[config.mk]
export PLATFORM = sky130hd
export DESIGN_NAME = leaky_layer
export DESIGN_NICKNAME = d
export VERILOG_FILES = /design/src/rtl/lif_pkg.sv /design/src/rtl/lif_table.sv /design/src/rtl/lif_decay.sv /design/src/rtl/lif_frame_track.sv /design/src/rtl/leaky_layer.sv
export SDC_FILE = /design/constraint.sdc
export NUM_CORES = 2
export LEC_CHECK = 0
export BUFFER_PORTS_ARGS = -buffer_cell sky130_fd_sc_hd__buf_2
export CAP_MARGIN = 10
export CELL_PAD_IN_SITES_DETAIL_PLACEMENT = 0
export CELL_PAD_IN_SITES_GLOBAL_PLACEMENT = 1
export CORE_ASPECT_RATIO = 0.75
export CORE_MARGIN = 2
export CORE_UTILIZATION = 29
export CTS_BUF_LIST = sky130_fd_sc_hd__clkbuf_8
export DETAILED_ROUTE_END_ITERATION = 7
export GPL_TIMING_DRIVEN = 0
export PLACE_DENSITY_LB_ADDON = 0.1
export SLEW_MARGIN = 20
export SYNTH_ARGS = -nofsm -noshare
export SYNTH_HDL_FRONTEND = slang
export SYNTH_SLANG_ARGS = --single-unit
[constraint.sdc]
create_clock -name clk -period 4.9 [get_ports clk]
set_input_delay 0.245 -clock clk [delete_from_list [all_inputs] [get_ports clk]]
set_output_delay 0.245 -clock clk [all_outputs]
set_load 0.05 [all_outputs]
[src/rtl/lif_pkg.sv]
package lif_pkg;
    parameter int unsigned PIX_W   = 8;
    parameter int unsigned ALPHA_W = 8;

    typedef logic [PIX_W-1:0] pix_t;

    typedef struct packed {
        logic vld;
        logic sof;
        pix_t lutv;
        pix_t decayed;
        logic thr_en;
        pix_t thr;
    } s1_t;

    typedef struct packed {
        logic vld;
        logic sof;
        pix_t pix;
    } s2_t;

    typedef struct packed {
        s1_t s1;
        s2_t s2;
    } pipe_t;
endpackage

[src/rtl/lif_table.sv]
module lif_table #(
    parameter int unsigned AW = 8,
    parameter int unsigned DW = 8
) (
    input  logic          clk,
    input  logic          rst_n,
    input  logic          we,
    input  logic          block,
    input  logic [AW-1:0] waddr,
    input  logic [DW-1:0] wdata,
    input  logic [AW-1:0] raddr,
    output logic [DW-1:0] rdata
);
    localparam int unsigned DEPTH = 1 << AW;

    logic [DW-1:0] mem_q [DEPTH];

    always_ff @(posedge clk) begin
        if (we && !block) mem_q[waddr] <= wdata;
    end

    assign rdata = mem_q[raddr];

    AST_TABLE_WRITE: assert property (@(posedge clk) disable iff (!rst_n)
        (we && !block) |=> mem_q[$past(waddr)] == $past(wdata));
    AST_TABLE_HOLD: assert property (@(posedge clk) disable iff (!rst_n)
        (we && block) |=> mem_q[$past(waddr)] == $past(mem_q[waddr]));
endmodule

[src/rtl/lif_decay.sv]
module lif_decay #(
    parameter int unsigned PW = 8,
    parameter int unsigned AW = 8
) (
    input  logic [PW-1:0] prev,
    input  logic [AW-1:0] alpha,
    input  logic          use_prev,
    output logic [PW-1:0] scaled
);
    localparam int unsigned PRW = PW + AW;
    localparam logic [PRW-1:0] HALF = PRW'(1) << (AW - 1);

    logic [PRW-1:0] prod;

    always_comb begin
        prod   = PRW'(prev) * PRW'(alpha) + HALF;
        scaled = use_prev ? PW'(prod >> AW) : '0;
    end
endmodule

[src/rtl/lif_frame_track.sv]
module lif_frame_track (
    input  logic clk,
    input  logic rst_n,
    input  logic vld,
    input  logic sof,
    output logic first_px
);
    typedef struct packed {
        logic seen;
        logic first;
    } trk_t;

    trk_t d, q;

    always_comb begin
        d        = q;
        first_px = (vld && sof) ? !q.seen : q.first;
        if (vld && sof) begin
            d.seen  = 1'b1;
            d.first = !q.seen;
        end
    end

    always_ff @(posedge clk) begin
        if (!rst_n) q <= '{seen: 1'b0, first: 1'b1};
        else        q <= d;
    end

    AST_SECOND_SOF: assert property (@(posedge clk) disable iff (!rst_n)
        (vld && sof && q.seen) |=> !q.first);
    AST_FIRST_UNTIL_SOF: assert property (@(posedge clk) disable iff (!rst_n)
        !q.seen |-> q.first);
endmodule

[src/rtl/leaky_layer.sv]
module leaky_layer
    import lif_pkg::*;
(
    input  logic               clk,
    input  logic               rst_n,
    input  logic [ALPHA_W-1:0] cfg_alpha,
    input  logic               cfg_thr_en,
    input  logic [PIX_W-1:0]   cfg_thr_level,
    input  logic               lut_we,
    input  logic [PIX_W-1:0]   lut_addr,
    input  logic [PIX_W-1:0]   lut_wdata,
    input  logic               in_valid,
    input  logic               in_sof,
    input  logic [PIX_W-1:0]   in_pixel,
    input  logic [PIX_W-1:0]   prev_state,
    output logic               out_valid,
    output logic               out_sof,
    output logic [PIX_W-1:0]   out_pixel,
    output logic               wb_we,
    output logic [PIX_W-1:0]   wb_data
);
    localparam int unsigned SW = PIX_W + 1;

    pipe_t          d, q;
    pix_t           lut_rd;
    pix_t           scaled;
    logic           first_px;
    logic [SW-1:0]  sum;
    pix_t           sat;

    lif_table #(.AW(PIX_W), .DW(PIX_W)) u_table (
        .clk   (clk),
        .rst_n (rst_n),
        .we    (lut_we),
        .block (in_valid),
        .waddr (lut_addr),
        .wdata (lut_wdata),
        .raddr (in_pixel),
        .rdata (lut_rd)
    );

    lif_frame_track u_track (
        .clk      (clk),
        .rst_n    (rst_n),
        .vld      (in_valid),
        .sof      (in_sof),
        .first_px (first_px)
    );

    lif_decay #(.PW(PIX_W), .AW(ALPHA_W)) u_decay (
        .prev     (prev_state),
        .alpha    (cfg_alpha),
        .use_prev (!first_px),
        .scaled   (scaled)
    );

    always_comb begin
        d            = q;
        d.s1.vld     = in_valid;
        d.s1.sof     = in_valid && in_sof;
        d.s1.lutv    = lut_rd;
        d.s1.decayed = scaled;
        d.s1.thr_en  = cfg_thr_en;
        d.s1.thr     = cfg_thr_level;

        sum = {1'b0, q.s1.lutv} + {1'b0, q.s1.decayed};
        sat = sum[PIX_W] ? '1 : sum[PIX_W-1:0];

        d.s2.vld = q.s1.vld;
        d.s2.sof = q.s1.sof;
        if (!q.s1.vld)                         d.s2.pix = '0;
        else if (q.s1.thr_en && sat < q.s1.thr) d.s2.pix = '0;
        else                                    d.s2.pix = sat;
    end

    always_ff @(posedge clk) begin
        if (!rst_n) q <= '0;
        else        q <= d;
    end

    assign out_valid = q.s2.vld;
    assign out_sof   = q.s2.sof;
    assign out_pixel = q.s2.pix;
    assign wb_we     = q.s2.vld;
    assign wb_data   = q.s2.pix;

    AST_LATENCY: assert property (@(posedge clk) disable iff (!rst_n)
        out_valid == $past(in_valid, 2));
    AST_SOF_IN_FRAME: assert property (@(posedge clk) disable iff (!rst_n)
        out_sof |-> out_valid);
    AST_SUM_FLOOR: assert property (@(posedge clk) disable iff (!rst_n)
        (q.s1.vld && !q.s1.thr_en) |=> out_pixel >= $past(q.s1.lutv));
    AST_THR_GATE: assert property (@(posedge clk) disable iff (!rst_n)
        (q.s1.vld && q.s1.thr_en) |=> (out_pixel == '0 || out_pixel >= $past(q.s1.thr)));
endmodule

==> out/results.ini <==
[power]
p_comb_share_pct=9.0
power_w=0.0375
leakagePower_nw=30.6
power_frac_seq_pct=52.4
internal_power_w=0.0276
ir_worst_vdd_v=0.000212
p_sw_share_pct=26.3
powerDensity_nw_per_um2=391
clkPwrFrac_pct=38.6
switchingPower_w=0.00989

[sta]
rsz0062_at_grt=no
holdWs_ps=99.4
tightest_slew_ps=1260
finalHoldViolations=0
max_freq_mhz=186
fin_crit_sh_pct=109
slew-limit-headroom_pct=13.7
worst_slack_ps=-464
setup_viol=4
slew_violations=0
tns_ps=-862
period_needed_ps=5360
finClkSkew_ps=68.3

[global_route]
use_met1_pct=39.2
grt_pass1_wl_um=467000
grt_max_degree=113
busiest_layer=met1
use_met2_pct=33.9
grt_pass1_vias=44200
antenna_found_initial=60
overflow=0
grtUsageMet3_pct=5.51
grt_use_total_pct=24.8

[route]
wire_per_inst_um=42.7
ant_nets=0
first_pass_iters=6
drtIter0Drc=7548
drt-total-wl_um=365000
vias=46900
drcViolationCount=0
routed_via_density=5.49

[outcome]
violations=negative setup slack
status=complete, but fails checks

[clock_tree]
clkLatencyLatePin_ps=1040
cts_buffers=351
clockBufferDepth=4
cts_tree=yes
ctsRootBufferMaster=clkbuf_8
clock_sinks=2087
cts_max_level=5
clk_pin_slew_ps=60

[placement]
dp_hpwl_um=254000
gp_congestion=0.919
io_buffers=66

[worst_setup_path]
crit_chain=buf_2 > buf_2 > buf_4 > buf_4 > buf_4 > mux4_2 > a221oi_1 > a31oi_1 > a2111oi_1 > nand4_1
cp.required_ps=5520
cp_common_cell=buf_4
worst-setup-path-type=primary input to flip-flop
max_stage_delay_ps=860
critPathSlowestCell=a221oi_1
critPathMaxFanout=11
critPathCaptureType=flip-flop
worstSetupStartpointType=primary input
crit_arrival_ps=5990

[synth]
synth_edf_count=2048
ys_types=56
synthFlopType=edfxtp_1
synth_nets=4153
seq_area_frac_synth_pct=75.2
ys_warn_count=0
syn_inst=4011
yosysTopAreaCell=edfxtp_1
synth-async-reset-ratio_pct=0
synth_area_um2=82900
yosys.area.top_type_share_pct=74.2
syn_avg_cell_area_um2=20.7
synth-seq-cells=2087
synthTopCellsByArea=edfxtp_1, mux4_2, mux2i_1

[finish]
drive_above_1_share_pct=28.6
utilization_pct=33.9
area_growth_pct=15.9
fin_nets=4665
fillCellCount=26900

[die]
io-pin-count=73
fp.dieArea_um2=290000
fp-row-count=169
initial_utilization_pct=29.2
die_w_um=621
fp.coreArea_um2=284000
die_h_um=467

[hold_path]
min_path_type=primary input to flip-flop

[flow_run]
maxCapViolCount=0

## kinds of logic (layout without fill, tap and decap cells)
family,after synthesis,in the layout,share of synthesized area [%]
flops,2087,2087,75.2
mux,666,666,15.8
simple gates,590,590,3.23
buf+inv,294,1053,1.78
compound gates,274,274,2.31
fa+ha+maj,88,88,1.65
xor+xnor,12,12,0.127
other cells,0,12,0
## sequential cells by signal, indices dropped and copies added (netlist names)
signal,cells
q,25
out_valid,1
out_pixel,8
u_track.q,2
d,2
out_sof,1
u_table.mem_q,2048
## stage by stage
step / cells / setup WS, ps / instance area, um2
finish: 8544 / -464 / 96100
global route: 8537 / 44.2 / 96000
CTS: 8530 / 25.7 / 96000
detailed placement: 7901 / -2470 / 89500
global placement: 7839 / -3220 / 87900
floorplan: 4011 / 893 / 82900
## cells in the mapped netlist (8+ instances only)
| cell | number |
|---|---|
| edfxtp_1 | 2048 |
| mux4_2 | 506 |
| nor2_1 | 303 |
| mux2i_1 | 116 |
| clkbuf_1 | 82 |
| nand2_1 | 77 |
| buf_2 | 75 |
| a21oi_1 | 71 |
| and2_1 | 58 |
| inv_1 | 54 |
| ha_1 | 52 |
| mux2_2 | 44 |
| buf_4 | 43 |
| a22oi_1 | 42 |
| nand3_1 | 41 |
| o221ai_1 | 41 |
| dfxtp_1 | 39 |
| fa_1 | 36 |
| nand4_1 | 28 |
| o21ai_0 | 28 |
| buf_1 | 25 |
| nor2b_1 | 24 |
| nor3_1 | 19 |
| a221oi_1 | 17 |
| buf_6 | 15 |
| a31oi_1 | 12 |
| o22ai_1 | 12 |
| a22o_1 | 11 |
| and3_1 | 10 |
| nand2b_1 | 9 |
| xnor2_1 | 8 |
## worst max-delay path, delay by kind of cell
kind | cells | cell delay, ps
AOI/OAI and AO/OA | 3 | 2250
buffers and inverters | 5 | 2300
muxes | 1 | 410
and+or+nand+nor | 1 | 630
## cell usage in the layout, fill, tap and decap left out, types with 16 or more instances in the layout
| master | n |
|---|---|
| buf_2 | 136 |
| a221oi_1 | 17 |
| edfxtp_1 | 2048 |
| fa_1 | 36 |
| clkinv_1 | 73 |
| nand3_1 | 41 |
| buf_16 | 28 |
| clkbuf_8 | 359 |
| nor2_2 | 84 |
| nor2b_1 | 24 |
| clkbuf_2 | 30 |
| nor3_1 | 19 |
| clkbuf_1 | 51 |
| nand4_1 | 28 |
| mux4_2 | 506 |
| mux2i_1 | 115 |
| and2_1 | 58 |
| inv_1 | 178 |
| dlygate4sd3_1 | 30 |
| buf_6 | 26 |
| mux2_2 | 44 |
| dfxtp_1 | 39 |
| o221ai_1 | 41 |
| ha_1 | 52 |
| nand2_1 | 77 |
| buf_8 | 16 |
| o21ai_0 | 27 |
| buf_12 | 16 |
| a21oi_1 | 68 |
| a22oi_1 | 41 |
| buf_4 | 60 |
| nor2_1 | 219 |
| clkinv_2 | 22 |
## per-layer routing
layer	part of all wire, %	up-vias
met5	0.017	-
met4	2.4	10
met3	9.4	476
met2	40	2632
met1	48	26200
li1	-	17600
## worst paths after layout
kind / startpoint / to / slack, ps / cells after the start
max reg2reg: u_table.mem_q[22][5] / q[32] / 510 / 6
min: prev_state[7] / q[26] / 100 / 6
max: in_pixel[1] / q[32] / -460 / 10
min reg2reg: d[8] / out_sof / 440 / 1
## power groups by stage
stage               logic, W  registers [W]  clock network, W
floorplan            0.00146         0.0200                 0
global placement     0.00322         0.0201                 0
detailed placement   0.00333         0.0200                 0
CTS                  0.00336         0.0197            0.0147
global route         0.00352         0.0197            0.0154
finish               0.00339         0.0197            0.0145
## final cells by class
type	instances	area [um2]	share of cell area, %
Sequential cell	2087	62300	64.8
Antenna cell	12	30.0	0.0313
Clock buffer	359	4940	5.14
Clock inverter	241	1120	1.17
Multi-Input combinational cell	1630	19300	20.1
Buffer	239	1380	1.43
Tap cell	3762	4710	4.90
Inverter	54	203	0.211
Timing Repair Buffer	160	2050	2.13
## what timing repair did
action                                  4_1_cts  5_1_grt
gates cloned                                  0        0
setup buffers                                 0        0
hold endpoints to repair                    866        0
endpoints found under the setup margin        7        2
pin swaps                                     1        0
resized for setup                            22        2
hold buffers                                 30        0
Note: power is estimated with default switching activity, not from simulation.
